==> config.mk <==
export PLATFORM = sky130hd
export DESIGN_NAME = fwd_operand_sel
export DESIGN_NICKNAME = d
export VERILOG_FILES = /design/src/rtl/fwd_pkg.sv /design/src/rtl/fwd_match.sv /design/src/rtl/fwd_prio.sv /design/src/rtl/fwd_opnd_mux.sv /design/src/rtl/fwd_operand_sel.sv
export SDC_FILE = /design/constraint.sdc
export NUM_CORES = 1
export LEC_CHECK = 0
export ABC_AREA = 1
export BUFFER_PORTS_ARGS = -buffer_cell sky130_fd_sc_hd__buf_2
export CORE_AREA = 5 5 257 259
export DETAILED_ROUTE_END_ITERATION = 10
export DIE_AREA = 0 0 262 264
export PLACE_DENSITY = 0.34
export SKIP_LAST_GASP = 1
export SLEW_MARGIN = 15
export SYNTH_ARGS = -nofsm -noshare
export SYNTH_HDL_FRONTEND = slang
export SYNTH_SLANG_ARGS = --single-unit
==> constraint.sdc <==
create_clock -name vclk -period 2.1
set_input_delay 0.105 -clock vclk [all_inputs]
set_output_delay 0.105 -clock vclk [all_outputs]
set_load 0.005 [all_outputs]
==> src/rtl/fwd_pkg.sv <==
package fwd_pkg;
  // Candidate index order is the priority order: index 0 is the youngest producer
  localparam int unsigned NUM_SRC = 5;
  typedef enum logic [2:0] {
    SRC_EX_ALU   = 3'd0,
    SRC_MEM_LOAD = 3'd1,
    SRC_MEM_ALU  = 3'd2,
    SRC_WB_LOAD  = 3'd3,
    SRC_WB_ALU   = 3'd4
  } fwd_src_e;
endpackage

==> src/rtl/fwd_match.sv <==
module fwd_match #(
  parameter int unsigned RID_W = 4,
  parameter int unsigned N     = 5
) (
  input  logic [RID_W-1:0] src_id,
  input  logic [RID_W-1:0] dst_id [N],
  output logic [N-1:0]     hit
);
  localparam logic [RID_W-1:0] NONE_ID = {RID_W{1'b1}};

  for (genvar i = 0; i < N; i++) begin : g_cmp
    assign hit[i] = (src_id != NONE_ID) && (dst_id[i] == src_id);
  end

  always_comb begin
    if (src_id == NONE_ID)
      AST_NONE_NEVER_HITS: assert (hit == '0);
  end
endmodule

==> src/rtl/fwd_prio.sv <==
module fwd_prio #(
  parameter int unsigned N = 5
) (
  input  logic [N-1:0] hit,
  output logic [N-1:0] grant
);
  always_comb begin
    logic taken;
    taken = 1'b0;
    grant = '0;
    for (int i = 0; i < N; i++) begin
      if (hit[i] && !taken) begin
        grant[i] = 1'b1;
        taken    = 1'b1;
      end
    end
  end

  always_comb begin
    AST_GRANT_ONEHOT: assert ($onehot0(grant));
    AST_GRANT_IN_HIT: assert ((grant & ~hit) == '0);
    AST_ANY_HIT_GRANTS: assert ((hit == '0) || (grant != '0));
  end
endmodule

==> src/rtl/fwd_opnd_mux.sv <==
module fwd_opnd_mux #(
  parameter int unsigned DATA_W = 64,
  parameter int unsigned N      = 5
) (
  input  logic [N-1:0]      grant,
  input  logic [DATA_W-1:0] cand [N],
  input  logic [DATA_W-1:0] rf_val,
  output logic [DATA_W-1:0] sel_val
);
  always_comb begin
    sel_val = rf_val;
    for (int i = N - 1; i >= 0; i--) begin
      if (grant[i]) sel_val = cand[i];
    end
  end

  always_comb begin
    if (grant == '0)
      AST_RF_WHEN_IDLE: assert (sel_val == rf_val);
  end
endmodule

==> src/rtl/fwd_operand_sel.sv <==
module fwd_operand_sel
  import fwd_pkg::*;
#(
  parameter int unsigned DATA_W = 64,
  parameter int unsigned RID_W  = 4
) (
  input  logic [RID_W-1:0]  dec_src_a,
  input  logic [RID_W-1:0]  dec_src_b,
  input  logic [DATA_W-1:0] rf_data_a,
  input  logic [DATA_W-1:0] rf_data_b,
  input  logic [DATA_W-1:0] dec_pc_next,
  input  logic              dec_use_pc,
  input  logic [RID_W-1:0]  ex_alu_dst,
  input  logic [DATA_W-1:0] ex_alu_val,
  input  logic [RID_W-1:0]  mem_load_dst,
  input  logic [DATA_W-1:0] mem_load_val,
  input  logic [RID_W-1:0]  mem_alu_dst,
  input  logic [DATA_W-1:0] mem_alu_val,
  input  logic [RID_W-1:0]  wb_load_dst,
  input  logic [DATA_W-1:0] wb_load_val,
  input  logic [RID_W-1:0]  wb_alu_dst,
  input  logic [DATA_W-1:0] wb_alu_val,
  output logic [DATA_W-1:0] opnd_a,
  output logic [DATA_W-1:0] opnd_b
);
  localparam int unsigned N     = NUM_SRC;
  localparam int unsigned PORTS = 2;

  logic [RID_W-1:0]  dst_ids [N];
  logic [DATA_W-1:0] vals    [N];

  assign dst_ids[SRC_EX_ALU]   = ex_alu_dst;
  assign dst_ids[SRC_MEM_LOAD] = mem_load_dst;
  assign dst_ids[SRC_MEM_ALU]  = mem_alu_dst;
  assign dst_ids[SRC_WB_LOAD]  = wb_load_dst;
  assign dst_ids[SRC_WB_ALU]   = wb_alu_dst;
  assign vals[SRC_EX_ALU]      = ex_alu_val;
  assign vals[SRC_MEM_LOAD]    = mem_load_val;
  assign vals[SRC_MEM_ALU]     = mem_alu_val;
  assign vals[SRC_WB_LOAD]     = wb_load_val;
  assign vals[SRC_WB_ALU]      = wb_alu_val;

  logic [RID_W-1:0]  src_ids [PORTS];
  logic [DATA_W-1:0] rf_vals [PORTS];
  logic [DATA_W-1:0] bypass  [PORTS];

  assign src_ids[0] = dec_src_a;
  assign src_ids[1] = dec_src_b;
  assign rf_vals[0] = rf_data_a;
  assign rf_vals[1] = rf_data_b;

  for (genvar p = 0; p < PORTS; p++) begin : g_port
    logic [N-1:0] hit;
    logic [N-1:0] grant;

    fwd_match #(.RID_W(RID_W), .N(N)) u_match (
      .src_id (src_ids[p]),
      .dst_id (dst_ids),
      .hit    (hit)
    );

    fwd_prio #(.N(N)) u_prio (
      .hit   (hit),
      .grant (grant)
    );

    fwd_opnd_mux #(.DATA_W(DATA_W), .N(N)) u_mux (
      .grant   (grant),
      .cand    (vals),
      .rf_val  (rf_vals[p]),
      .sel_val (bypass[p])
    );
  end

  // The PC path sits after the bypass mux, so it overrides every register match
  assign opnd_a = dec_use_pc ? dec_pc_next : bypass[0];
  assign opnd_b = bypass[1];

  always_comb begin
    if (!dec_use_pc)
      AST_A_FROM_BYPASS: assert (opnd_a == g_port[0].u_mux.sel_val);
    AST_B_IGNORES_PC: assert (opnd_b == g_port[1].u_mux.sel_val);
  end
endmodule

### Word level (Yosys, flattened, before mapping)

Index checks and enable logic that the tools add are counted.

* mux-type cells: 27
* shift-type cells: 0
* div/mod/pow operators: 0
* eq/ne operators: 12
* add/sub/neg operators: 0
* reduce and logical (&&, ||, !) cells: 26
* magnitude comparators: 0
* multiply operators: 0
* bitwise gates (word level): 0

Operator list (number)
* $mux W64: 11
* $eq A4 B4 Y1: 10
* $logic_and A1 B1 Y1: 18
* $mux W1: 16
* $logic_not A1 Y1: 8
* $ne A4 B4 Y1 const B: 2

* register bits: 0
* memories: 0
* logic and storage cells: 65
* bits in latches: 0
* RAM bits: 0
* bits in read-only memories: 0
* bits of input ports: 541

### Logic depth before layout (Yosys ltp)

Gate-level depths: netlist (run 1).

* depth in word-level cells: 21
* gate-level depth with buffers: 16
* gate-level depth less buffers: 14

### Cells and area by module

Synthesis (run 1) repeated with hierarchy kept, for this count alone.

* cells, all modules: 2172
* area total of the unflattened synthesis: 9375.2 µm²

By module, submodules not included
* fwd_opnd_mux: cells an instance 902, instances 2, area an instance 3880.0 µm²
* fwd_operand_sel: cells an instance 206, instances 1, area an instance 844.6 µm²
* fwd_match: cells an instance 70, instances 2, area an instance 339.1 µm²
* fwd_prio: cells an instance 11, instances 2, area an instance 46.3 µm²

### Least setup slack after synthesis (run 1)

OpenSTA, ideal clock, no wires.

* kind: in2out
* start: input dec_src_a[2]
* end: output opnd_a[30]
* path buffers: 3
* path slack: 0.479 ns
* cell stages on the path: 15
* data arrival time: 1.516 ns
* cells stage by stage: buf_2 nand2_1 nor2_4 nor2_1 nand3_4 nand2_4 nor2_4 buf_6 buf_6 a21oi_2 nand2_1 nand2_1 nand2_1 nand2_1 nand2_1

* longest elaborated chain between the ends: 21
* elaborated cells on any way between the ends: 33
* classes of those cells: eq/ne (6); mux (14); reduce/logical (13)

Ends and longest elaborated chain
* from (decl): line fwd_operand_sel.sv:7 `input logic [RID_W-1:0] dec_src_a,`
* $ne A4 B4 Y1 or $eq A4 B4 Y1 (tied branches): line fwd_match.sv:12 `assign hit[i] = (src_id != NONE_ID) && (dst_id[i] == src_id);`
* $logic_and A1 B1 Y1: line fwd_match.sv:12
* $mux W1: line fwd_prio.sv:12 `if (hit[i] && !taken) begin`
* $logic_not A1 Y1: line fwd_prio.sv:12
* $logic_and A1 B1 Y1: line fwd_prio.sv:12
* $mux W1: line fwd_prio.sv:12
* $logic_not A1 Y1: line fwd_prio.sv:12
* $logic_and A1 B1 Y1: line fwd_prio.sv:12
* [2 not listed]
* $logic_and A1 B1 Y1: line fwd_prio.sv:12
* $mux W1: line fwd_prio.sv:12
* $logic_not A1 Y1: line fwd_prio.sv:12
* $logic_and A1 B1 Y1: line fwd_prio.sv:12
* $mux W1: line fwd_prio.sv:12
* $mux W64 (4 in a row): line fwd_opnd_mux.sv:13 `if (grant[i]) sel_val = cand[i];`
* $mux W64 *: line fwd_opnd_mux.sv:13
* $mux W64 *: line fwd_operand_sel.sv:76 `assign opnd_a = dec_use_pc ? dec_pc_next : bypass[0];`
* to (decl): line fwd_operand_sel.sv:23 `output logic [DATA_W-1:0] opnd_a,`

Every way passes the cells marked *; elsewhere a longest branch is shown, timed or not.

### Worst setup path in the final report (run 1)

* start: input dec_src_b[1]
* end: output opnd_b[29]

* longest elaborated chain between the ends: 20
* elaborated cells on any way between the ends: 32
* classes of those cells: eq/ne (6); mux (13); reduce/logical (13)

Ends and longest elaborated chain
* from (decl): line fwd_operand_sel.sv:8 `input logic [RID_W-1:0] dec_src_b,`
* $ne A4 B4 Y1 or $eq A4 B4 Y1 (tied branches): line fwd_match.sv:12
* $logic_and A1 B1 Y1: line fwd_match.sv:12
* $mux W1: line fwd_prio.sv:12
* $logic_not A1 Y1: line fwd_prio.sv:12
* $logic_and A1 B1 Y1: line fwd_prio.sv:12
* $mux W1: line fwd_prio.sv:12
* $logic_not A1 Y1: line fwd_prio.sv:12
* $logic_and A1 B1 Y1: line fwd_prio.sv:12
* $mux W1: line fwd_prio.sv:12
* $logic_not A1 Y1: line fwd_prio.sv:12
* $logic_and A1 B1 Y1: line fwd_prio.sv:12
* $mux W1: line fwd_prio.sv:12
* $logic_not A1 Y1: line fwd_prio.sv:12
* $logic_and A1 B1 Y1: line fwd_prio.sv:12
* $mux W1: line fwd_prio.sv:12
* $mux W64 (4 in a row): line fwd_opnd_mux.sv:13
* $mux W64 *: line fwd_opnd_mux.sv:13
* to (decl): line fwd_operand_sel.sv:24 `output logic [DATA_W-1:0] opnd_b`

Marks and branches as above.

==> metrics.md, run 1 <==
| Metric | Value |
|---|---|
| Outcome | finished with violations |
| Violated checks | negative setup slack |
| Number of buffers added on ports | 669 |
| Area Overhead vs Synth | 90.3% |
| Starting utilization of the core area | 0.146 |
| Via count | roughly 17,000 |
| Number of cells after detailed placement | between 3,000 and 4,000 |
| Largest incremental delay on the critical path | approximately 180 ps |
| Largest net degree at the start of global routing | 55 |
| Grt ovf | 0 |
| Sum of buffers and inverters on the critical path | 7 |
| Max VDD drop | 0.000103 V |
| Avg Inst Size Synth | approximately 4.8 um2 |
| Number of antenna violations at the first check in global routing | 22 |
| Critical-path top delay cell | sky130_fd_sc_hd__xor2_2 |
| Final worst slack | -78.2 ps |
| Worst-path maximum fanout | 6 |
| Number of global-route vias before repair | 16,800 |
| DRT iter0 DRCs | about 1,100 |
| Cell area reported after detailed placement | approximately 0.015 mm2 |
| Number of design rule violations left after detail routing | 0 |
| Number of clock-tree buffers in the layout | 0 |
| Global-route total usage across every layer | 0.223 |
| Static power due to leakage | about 10 nW |
| Drt via density | around 4.6 |
| Number of rows created at floorplan | 93 |
| Actual slew at the worst max-slew pin | between 700 and 800 ps |
| Top Family by Delay on Critical Path | buffers and inverters |
| Total die area | between 0.06 and 0.07 mm2 |
| Worst endpoint required time | around 2000 ps |
| Startpoint type of the worst setup path | input pin |
| Antenna viol nets, final | 0 |
| Commonest cells after routing, fill and taps aside | sky130_fd_sc_hd__buf_2, sky130_fd_sc_hd__nand2_1, sky130_fd_sc_hd__nor2_1, sky130_fd_sc_hd__inv_1, sky130_fd_sc_hd__a21oi_1 |
| Worst min-delay path startpoint | dec_pc_next[45] |
| Post-route minimum period | approximately 2200 ps |
| Hold Path End | opnd_a[45] |
| RSZ-0062 raised after global routing | yes |
| Final Net Count | around 3,300 |
| Post-route core utilization | 0.278 |
| Number of flip-flops and latches | 0 |
| Ratio of total power to cell area | approximately 290 mW/mm2 |
| Smallest hold slack | between 400 and 500 ps |
| Count of distinct cell types in the synthesized netlist | 29 |
| Maximum Capacitance Violations | 0 |
| Half-perimeter wire length of the detailed placement result | around 62,000 um |
| Synthesized net count | between 2,000 and 2,500 |
| Horizontal die dimension | 262 um |
| Setup violators final | 43 |
| Mapped Cells | around 2,000 |
| Count of non-filler cells in the finished layout | between 3,000 and 4,000 |
| Critical path class | in -> out |
| Global-route wire length before repair | 116,000 um |
| First-pass iteration count of the detailed router | 6 |
| Type of the tightest min-delay check | in -> out |
| Detailed-route wire length | 84,900 um |
| Type of element capturing the critical path | primary output |
| Final Max Slew Viols | 0 |
| Most frequent standard cell in the layout excluding fill and tap cells | sky130_fd_sc_hd__buf_2 |
| Final cycle utilization of the critical path | 1.04 |
| Sequential-to-total area share from yosys stat | 0 |
| Critical path's most frequent cell | sky130_fd_sc_hd__buf_12 |
| Netlist area before placement | just over 0.009 mm2 |
| Gpl congestion | between 0.9 and 1 |
| Highest clock rate | 459 MHz |
| Register area | 0 um2 |
| Core region area | approximately 0.064 mm2 |
| Final Instance Area | 0.0177 mm2 |
| Final Hold Viols | 0 |
| Cell breakdown of the critical path | buf_12 -> buf_6 -> xor2_2 -> nor2_4 -> nand3_4 -> nand2_4 -> nor2_4 -> buf_12 -> buf_12 -> nand2_8 -> buf_12 -> buf_12 -> nand3_2 -> nand2_2 -> nand2_2 -> a21oi_2 -> buf_2 |
| Worst slew margin relative to its limit | 0.481 |
| Fraction of layout instances using a drive strength above 1 | 0.457 |
| Die boundary height | around 260 um |
| Ports | roughly 670 |
| Arrival time of data at the critical path endpoint | roughly 2100 ps |
| Depth of the worst hold-timing path | 4 |
| WL/cell | ~23 um |
| Yosys warning count | 0 |
-- per-stage QoR --
step	setup WS, ps	TNS (ps)	total power, W
2_1_floorplan	479	0	0.00191
3_3_place_gp	-387	-23860	0.00427
3_5_place_dp	-416	-22630	0.00425
4_1_cts	-153	-4980	0.00482
5_1_grt	-164	-9290	0.00545
6_report	-78.2	-1180	0.00507
-- synth_stat cells (all sizes together) --
cell type / instances / area (um2)
a21oi: 236 / 1220
a221oi: 44 / 661
a22o: 1 / 8.76
buf: 97 / 694
clkbuf: 53 / 199
inv: 246 / 923
nand2: 687 / 2610
nand3: 178 / 933
nand3b: 1 / 7.51
nor2: 266 / 1080
nor3: 1 / 5.00
o211ai: 44 / 330
o21ai: 62 / 310
o21bai: 19 / 143
xnor2: 14 / 123
xor2: 6 / 52.6
-- layout make-up --
cell class / count / area (um2)
timing repair buffer: 945 / 7160
fill: 7385 / 46000
tap: 855 / 1070
multi-input combinational: 1560 / 8480
antenna: 11 / 27.5
inverter: 246 / 960
-- worst min-delay path, stage by stage --
cell and delay (ps):
sky130_fd_sc_hd__buf_2 70, sky130_fd_sc_hd__nand2_1 40, sky130_fd_sc_hd__nand2_1 40, sky130_fd_sc_hd__buf_2 100
-- routing by layer --
layer | vias up | share of wire | GRT usage
met3 | 148 | 0.062 | 0.0296
met5 | - | 0.0012 | 0
li1 | 7859 | - | -
met1 | 7707 | 0.41 | 0.277
met4 | 16 | 0.031 | 0.0577
met2 | 802 | 0.49 | 0.404
-- logic make-up (layout without fill, tap and decap cells) --
logic type / Yosys count / after routing / share of synthesized area
AOI/OAI and AO/OA: 406 / 406 / 0.287
xor gates and xnor gates: 20 / 20 / 0.0188
buffers and inverters: 396 / 1191 / 0.195
other: 0 / 11 / 0
and+or+nand+nor: 1133 / 1134 / 0.498
-- worst max path at each step --
stage / slack, ps / startpoint / cells after the start / end
3_5_place_dp: -420 / dec_src_a[1] / 14 / opnd_a[45]
5_1_grt: -160 / dec_src_b[2] / 18 / opnd_b[38]
2_1_floorplan: 480 / dec_src_a[2] / 15 / opnd_a[30]
4_1_cts: -150 / dec_src_b[1] / 17 / opnd_b[17]
6_report: -80 / dec_src_b[1] / 17 / opnd_b[29]
3_3_place_gp: -390 / dec_src_a[1] / 14 / opnd_a[30]
-- power by group --
part | switching [W] | internal (W) | total, W | leakage (nW)
clock | 0 | 0.000000000702 | 0.000000000702 | 0.0000697
combinational | 0.00279 | 0.00228 | 0.00507 | 9.73
sequential | 0 | 0 | 0 | 0
-- repair_timing --
action / 4_1_cts / 5_1_grt
gates cloned: 14 / 10
pin swaps: 92 / 89
resized for setup: 217 / 155
setup buffers: 47 / 12
setup endpoints to repair: 128 / 128
hold buffers: 0 / 0
Note: power is estimated with default switching activity, not from simulation.
==> run 2, diff against run 1 <==
CORE_AREA = 5 5 259 261   (was 5 5 257 259)
DIE_AREA = 0 0 264 266   (was 0 0 262 264)
SYNTH_HIERARCHICAL = 1   (was not set)
==> metrics.md, run 2 <==
| Metric | Value |
|---|---|
| Max VDD drop | 0.0000748 V (-27%) |
| Startpoint type of the worst setup path | input pin |
| Final Hold Viols | 0 (unchanged) |
| Final worst slack | -98.5 ps (-20.3 ps) |
| Top Family by Delay on Critical Path | buffers and inverters |
| Count of non-filler cells in the finished layout | 3,783 (+4.6%) |
| Half-perimeter wire length of the detailed placement result | 56,900 um (-8.6%) |
| Gpl congestion | 0.907 (-3.2%) |
| Critical-path top delay cell | sky130_fd_sc_hd__buf_12 |
| Largest incremental delay on the critical path | 180 ps (about the same) |
| Number of antenna violations at the first check in global routing | 13 (-41%) |
| Final cycle utilization of the critical path | 1.05 (+0.00966) |
| Detailed-route wire length | 77,000 um (-9.2%) |
| Post-route core utilization | 0.273 (-0.00484) |
| Global-route total usage across every layer | 0.194 (-0.0288) |
| Mapped Cells | 2,172 (+11%) |
| Number of flip-flops and latches | 0 (unchanged) |
| Post-Synth Adder-Cell Area | 0 (unchanged) |
| Type of the tightest min-delay check | in -> out |
| Filler cells | 7,653 (+3.6%) |
| Die boundary height | 266 um (+0.76%) |
| Total die area | 0.0702 mm2 (+1.5%) |
| Horizontal die dimension | 264 um (+0.76%) |
| Ratio of total power to cell area | 224 mW/mm2 (-22%) |
| Grt ovf | 0 (unchanged) |
| Compound-cell area share of the yosys netlist | 0.205 (-0.0823) |
| Fraction of synthesized area in multiplexers | 0 (unchanged) |
| Yosys warning count | 6 (+6) |
| Setup violators final | 63 (+47%) |
| Number of cells after detailed placement | 3,722 (+5.5%) |
| Proportion of netlist area held by the largest area contributor | 0.465 (+0.190) |
| Violated checks | negative setup slack |
| Type of element capturing the critical path | primary output |
| DRT iter0 DRCs | 855 (-22%) |
| Worst slew margin relative to its limit | 0.625 (+0.144) |
| Critical path's most frequent cell | sky130_fd_sc_hd__nand2_2 |
| Netlist area before placement | 0.00938 mm2 (+0.83%) |
| Static power due to leakage | 10.6 nW (+9.2%) |
| Cell breakdown of the critical path | buf_8 -> buf_6 -> xnor2_4 -> nand3_2 -> nor2_4 -> nor2_4 -> nand2_4 -> buf_6 -> nor2_4 -> buf_12 -> clkinv_16 -> buf_16 -> buf_4 -> nand3_4 -> nand2_2 -> nand2_2 -> nand2_2 -> nand2_2 -> buf_2 |
| First-pass iteration count of the detailed router | 7 (+1) |
| Largest net degree at the start of global routing | 69 (+25%) |
| Power consumption | 0.00393 W (-22%) |
| Final Net Count | 3,465 (+5.2%) |
| XOR/XNOR Fraction of Synth Area | 0.0187 (-0.000156) |
| Starting utilization of the core area | 0.146 (about the same) |
| Critical path class | in -> out |
| Final Instance Area | 0.0175 mm2 (-0.84%) |
| Main combinational cell family by area after synthesis | simple AND/OR/NAND/NOR gates |
| Area occupied by multi-input gates | 0.00844 mm2 (-0.49%) |
| Commonest cells after routing, fill and taps aside | sky130_fd_sc_hd__nand2_1, sky130_fd_sc_hd__buf_2, sky130_fd_sc_hd__a21oi_1, sky130_fd_sc_hd__inv_1, sky130_fd_sc_hd__buf_4 |
| Worst endpoint required time | 2000 ps (about the same) |
| Outcome | finished with violations |
| Number of design rule violations left after detail routing | 0 (unchanged) |
| Number of rows created at floorplan | 93 (unchanged) |
| Fraction of layout instances using a drive strength above 1 | 0.399 (-0.0579) |
| Cell area reported after detailed placement | 0.0147 mm2 (-2.3%) |
| RSZ-0062 raised after global routing | yes |
| Simple logic cell fraction of the synthesized area | 0.550 (+0.0514) |
| Highest clock rate | 455 MHz (-0.92%) |
| Number of global-route vias before repair | 15,800 (-5.8%) |
| Area Overhead vs Synth | 87.2% |
| Number of buffers added on ports | 669 (unchanged) |
| Synthesized net count | 2,713 (+8.7%) |
| Drt via density | 4.27 (-6.6%) |
| Global-route wire length before repair | 106,000 um (-8.8%) |
| Ports | 669 (unchanged) |
| Final Max Slew Viols | 0 (unchanged) |
| Most frequent standard cell in the layout excluding fill and tap cells | sky130_fd_sc_hd__nand2_1 |
| Actual slew at the worst max-slew pin | 562 ps (-216 ps) |
| Synth top cells by count | sky130_fd_sc_hd__nand2_1, sky130_fd_sc_hd__a21oi_1, sky130_fd_sc_hd__inv_1, sky130_fd_sc_hd__nand3_1, sky130_fd_sc_hd__buf_2 |
| Hold-fix buffers at CTS | 0 (unchanged) |
| Sum of buffers and inverters on the critical path | 8 (+1) |
| Arrival time of data at the critical path endpoint | 2090 ps (+20 ps) |
| WL/cell | 20.4 um (-13%) |
| Via count | 16,200 (-2.3%) |
| Maximum Capacitance Violations | 0 (unchanged) |
| Core region area | 0.0642 mm2 (+0.91%) |
| Number of clock-tree buffers in the layout | 0 (unchanged) |
| Cell accounting for the most synthesized area | sky130_fd_sc_hd__nand2_1 |
| Synth area leaders | sky130_fd_sc_hd__nand2_1, sky130_fd_sc_hd__a21oi_1, sky130_fd_sc_hd__inv_1, sky130_fd_sc_hd__nand3_1, sky130_fd_sc_hd__buf_2 |
| Worst-path maximum fanout | 8 (+2) |
| Sequential-to-total area share from yosys stat | 0 (unchanged) |
| Register area | 0 um2 (unchanged) |
| Count of distinct cell types in the synthesized netlist | 16 (-45%) |
| Antenna viol nets, final | 0 (unchanged) |
| Cell with the most instances after synthesis | sky130_fd_sc_hd__nand2_1 |
| Avg Inst Size Synth | 4.32 um2 (-9.2%) |
| Post-route minimum period | 2200 ps (+20.3 ps) |
-- run 2: cell count changes after synthesis, sizes merged, moves of 6 or more --
cell / change
nand2: +475
nor2: -248
a21oi: +148
o21ai: -62
inv: +45
a221oi: -44
o211ai: -44
nand3: -40
o21bai: -19
clkbuf: -17
buf: +14
dlygate4sd1: +6
xnor2: +6
xor2: -6
-- run 2: what timing repair did --
| item | 4_1_cts | 5_1_grt |
|---|---|---|
| endpoints found under the setup margin | 128 | 128 |
| setup buffers | 8 | 20 |
| cloned | 18 | 13 |
| resized for setup | 188 | 246 |
| pin swaps | 55 | 157 |
-- run 2: through the flow --
stage | hold WS (ps) | setup TNS (ps) | worst slack (ps)
after global placement | 470 | -25830 | -325
after CTS | 464 | -3050 | -101
after global routing | 485 | -16880 | -214
final | 466 | -2400 | -98.5
after detailed placement | 471 | -19290 | -236
after floorplan | 299 | 0 | 453
-- run 2: path summary, 6_finish.rpt --
path             from    endpoint  depth (start not counted)
max   mem_load_dst[0]  opnd_b[40]                         19
min    dec_pc_next[9]   opnd_a[9]                          4
-- run 2: layout make-up --
cell class	instances	area share
inverters	291	0.0677
multi-input cells	1726	0.481
well taps	855	0.0610
diodes	6	0.000856
repair buffers	905	0.390
-- run 2: per-layer routing --
layer	GRT usage	wire length, um	vias up
li1	-	-	8155
met2	0.366	39300	501
met1	0.247	32400	7420
met3	0.0232	4120	69
met5	0	74	-
met4	0.0172	1070	12
-- run 2: where the power goes --
| group | internal, W | switching, W | leakage (nW) | total, W |
|---|---|---|---|---|
| clock | 0.000000000382 | 0 | 0.0000380 | 0.000000000382 |
| combinational | 0.00178 | 0.00215 | 10.6 | 0.00393 |
| sequential | 0 | 0 | 0 | 0 |
-- run 2: kinds of logic after synthesis --
| family | count (synthesis) |
|---|---|
| AND/OR/NAND/NOR | 1322 |
| AO/OA/AOI/OAI | 384 |
| XOR/XNOR | 20 |
| buffers and inverters | 446 |
-- run 2: tightest hold or removal path, cell delays in order --
cell	delay, ps
sky130_fd_sc_hd__buf_2	70
sky130_fd_sc_hd__nand2_1	40
sky130_fd_sc_hd__nand2_1	40
sky130_fd_sc_hd__buf_2	100
==> run 3, diff against run 2 <==
ABC_AREA = not set   (was 1)
CORE_AREA = 5 5 260 262   (was 5 5 259 261)
DIE_AREA = 0 0 265 267   (was 0 0 264 266)
PLACE_DENSITY = 0.35   (was 0.34)
==> metrics.md, run 3 <==
| Metric | Value |
|---|---|
| Outcome | finished with violations |
| Violated checks | negative setup slack |
| Arrival time of data at the critical path endpoint | 2570 ps (+480 ps) |
| Sequential-to-total area share from yosys stat | 0 (unchanged) |
| Setup_tns | -52,950 ps (-50,560 ps) |
| Number of global-route vias before repair | 13,000 (-18%) |
| Ports | 669 (unchanged) |
| Combinational power share | 1.000 (about the same) |
| Fraction of layout instances using a drive strength above 1 | 0.780 (+0.381) |
| Netlist area before placement | 0.0101 mm2 (+7.7%) |
| Register area | 0 um2 (unchanged) |
| Synthesized net count | 1,580 (-42%) |
| Startpoint type of the worst setup path | input pin |
| Final worst slack | -579 ps (-481 ps) |
| WL/cell | 24.8 um (+22%) |
| Via count | 12,200 (-25%) |
| Mapped Cells | 1,039 (-52%) |
| Clock network power share | 0 (unchanged) |
| Half-perimeter wire length of the detailed placement result | 50,500 um (-11%) |
| Hold-fix buffers at CTS | 0 (unchanged) |
| Commonest cells after routing, fill and taps aside | sky130_fd_sc_hd__buf_2, sky130_fd_sc_hd__mux2_4, sky130_fd_sc_hd__a21o_1, sky130_fd_sc_hd__nand2_1 |
| Maximum Capacitance Violations | 0 (unchanged) |
| Largest net degree at the start of global routing | 61 (-12%) |
| Synth area leaders | sky130_fd_sc_hd__mux2_4, sky130_fd_sc_hd__a221oi_2, sky130_fd_sc_hd__o31ai_2, sky130_fd_sc_hd__a21o_1, sky130_fd_sc_hd__nor2b_1 |
| Cell accounting for the most synthesized area | sky130_fd_sc_hd__mux2_4 |
| Final Hold Viols | 0 (unchanged) |
| Core region area | 0.0652 mm2 (+1.4%) |
| Depth of the worst hold-timing path | 3 (-1) |
| Global-route wire length before repair | 89,900 um (-15%) |
| Proportion of netlist area held by the largest area contributor | 0.268 (-0.198) |
| Number of antenna violations at the first check in global routing | 23 (+10) |
| Worst endpoint required time | 2000 ps (about the same) |
| First-pass iteration count of the detailed router | 5 (-2) |
| Worst-path maximum fanout | 5 (-3) |
| Grt ovf | 0 (unchanged) |
| Starting utilization of the core area | 0.155 (+0.00899) |
| Synth top cells by count | sky130_fd_sc_hd__mux2_4, sky130_fd_sc_hd__nor2b_1, sky130_fd_sc_hd__a21o_1, sky130_fd_sc_hd__nand2_1 |
| Number of rows created at floorplan | 94 (+1.1%) |
| Final cycle utilization of the critical path | 1.28 (+0.229) |
| CP startpoint | wb_load_dst[2] |
| Number of clock-tree buffers in the layout | 0 (unchanged) |
| Number of flip-flops and latches | 0 (unchanged) |
| Setup violators final | 128 (+100%) |
| Hold Path End | opnd_a[42] |
| Final Max Slew Viols | 0 (unchanged) |
| Worst min-delay path startpoint | dec_pc_next[42] |
| Max VDD drop | 0.000129 V (+72%) |
| Most frequent standard cell in the layout excluding fill and tap cells | sky130_fd_sc_hd__buf_2 |
| Final Net Count | 2,372 (-32%) |
| Area Overhead vs Synth | 85.1% |
| Actual slew at the worst max-slew pin | 714 ps (+152 ps) |
| Gpl congestion | 0.882 (-2.8%) |
| RSZ-0062 raised after global routing | yes |
| DRT iter0 DRCs | 624 (-27%) |
| Type of the tightest min-delay check | in -> out |
| Ratio of total power to cell area | 293 mW/mm2 (+31%) |
| Post-route minimum period | 2680 ps (+481 ps) |
| Filler cells | 6,983 (-8.8%) |
| Count of distinct cell types in the synthesized netlist | 27 (+11) |
| Avg Inst Size Synth | 9.72 um2 (+130%) |
| Antenna viol nets, final | 0 (unchanged) |
| Worst slew margin relative to its limit | 0.524 (-0.102) |
| Flop pwr share | 0 (unchanged) |
| Yosys warning count | 6 (unchanged) |
| Switching share of power | 0.449 (-0.0989) |
| Type of element capturing the critical path | primary output |
| Horizontal die dimension | 265 um (+0.38%) |
| Number of design rule violations left after detail routing | 0 (unchanged) |
| Global-route total usage across every layer | 0.166 (-0.0287) |
| Post-route core utilization | 0.287 (+0.0135) |
| Smallest hold slack | 499 ps (+32.4 ps) |
| Die boundary height | 267 um (+0.38%) |
| Number of buffers added on ports | 669 (unchanged) |
| Cell with the most instances after synthesis | sky130_fd_sc_hd__mux2_4 |
| Switching pwr | 0.00245 W (+14%) |
| Critical path class | in -> out |
| Highest clock rate | 373 MHz (-18%) |
| Detailed-route wire length | 67,100 um (-13%) |
| Area occupied by multi-input gates | 0.0107 mm2 (+27%) |
| Static power due to leakage | 8.98 nW (-15%) |
| Total die area | 0.0708 mm2 (+0.76%) |
| Drt via density | 4.50 (+5.5%) |
| Total internal power | 0.00302 W (+70%) |
==> run 3: worst max-delay path by stage <==
| stage | endpoint | slack [ps] |
|---|---|---|
| floorplan | opnd_a[13] | -60 |
| global placement | opnd_a[0] | -760 |
| detailed placement | opnd_b[34] | -760 |
| CTS | opnd_a[45] | -600 |
| global route | opnd_a[21] | -720 |
| finish | opnd_a[46] | -580 |
==> run 3: kinds of logic (layout without fill, tap and decap cells) <==
| family | after synthesis | after routing | share of synthesized area |
|---|---|---|---|
| mux | 192 | 192 | 0.281 |
| buf+inv | 127 | 917 | 0.0864 |
| other cells | 0 | 12 | 0 |
| simple gates | 296 | 296 | 0.162 |
| xor+xnor | 40 | 40 | 0.0347 |
| compound gates | 384 | 384 | 0.436 |
==> run 3: worst max-delay path: stages <==
cell and delay, ps:
sky130_fd_sc_hd__buf_2 140, sky130_fd_sc_hd__xnor2_1 180, sky130_fd_sc_hd__nand3_1 120, sky130_fd_sc_hd__nor3_2 220
sky130_fd_sc_hd__nand2b_4 160, sky130_fd_sc_hd__nor4_4 40, sky130_fd_sc_hd__buf_6 170, sky130_fd_sc_hd__buf_12 130
sky130_fd_sc_hd__buf_16 140, sky130_fd_sc_hd__mux2_4 310, sky130_fd_sc_hd__a221oi_4 290, sky130_fd_sc_hd__o31ai_2 120
sky130_fd_sc_hd__mux2_4 290, sky130_fd_sc_hd__buf_2 130
==> run 3: metrics by stage <==
| step | worst slack [ps] | cell area, um2 | std cells | total power, W |
|---|---|---|---|---|
| finish | -579 | 18700 | 2705 | 0.00547 |
| global route | -724 | 18700 | 2702 | 0.00580 |
| CTS | -597 | 17100 | 2652 | 0.00498 |
| detailed placement | -765 | 15400 | 2603 | 0.00444 |
| global placement | -763 | 15400 | 2603 | 0.00445 |
| floorplan | -63.8 | 10200 | 1039 | 0.00254 |
==> run 3: repair_timing <==
| action | in CTS | in global routing |
|---|---|---|
| endpoints found under the setup margin | 128 | 128 |
| pin swaps | 167 | 102 |
| setup buffers | 37 | 38 |
| cloned | 13 | 10 |
| gates resized for setup | 183 | 149 |
==> run 3: final cells by class <==
class              count  share of cell area
repair buffers       917               0.369
diodes                12             0.00161
well taps            864              0.0579
multi-input cells    912               0.572
==> run 3: power by group through the flow <==
stage	logic [W]	clock network, W	registers [W]
2_1_floorplan	0.00254	0	0
4_1_cts	0.00498	0	0
6_report	0.00547	0.000000000766	0
3_3_place_gp	0.00445	0	0
5_1_grt	0.00580	0.000000000574	0
3_5_place_dp	0.00444	0	0
==> run 3: layer usage <==
layer  GRT usage  part of all wire  up-vias
met5           0            0.0012        -
met4      0.0266             0.018       14
met3      0.0324             0.060       67
met2       0.297              0.50      461
met1       0.210              0.42     5999
li1            -                 -     5644
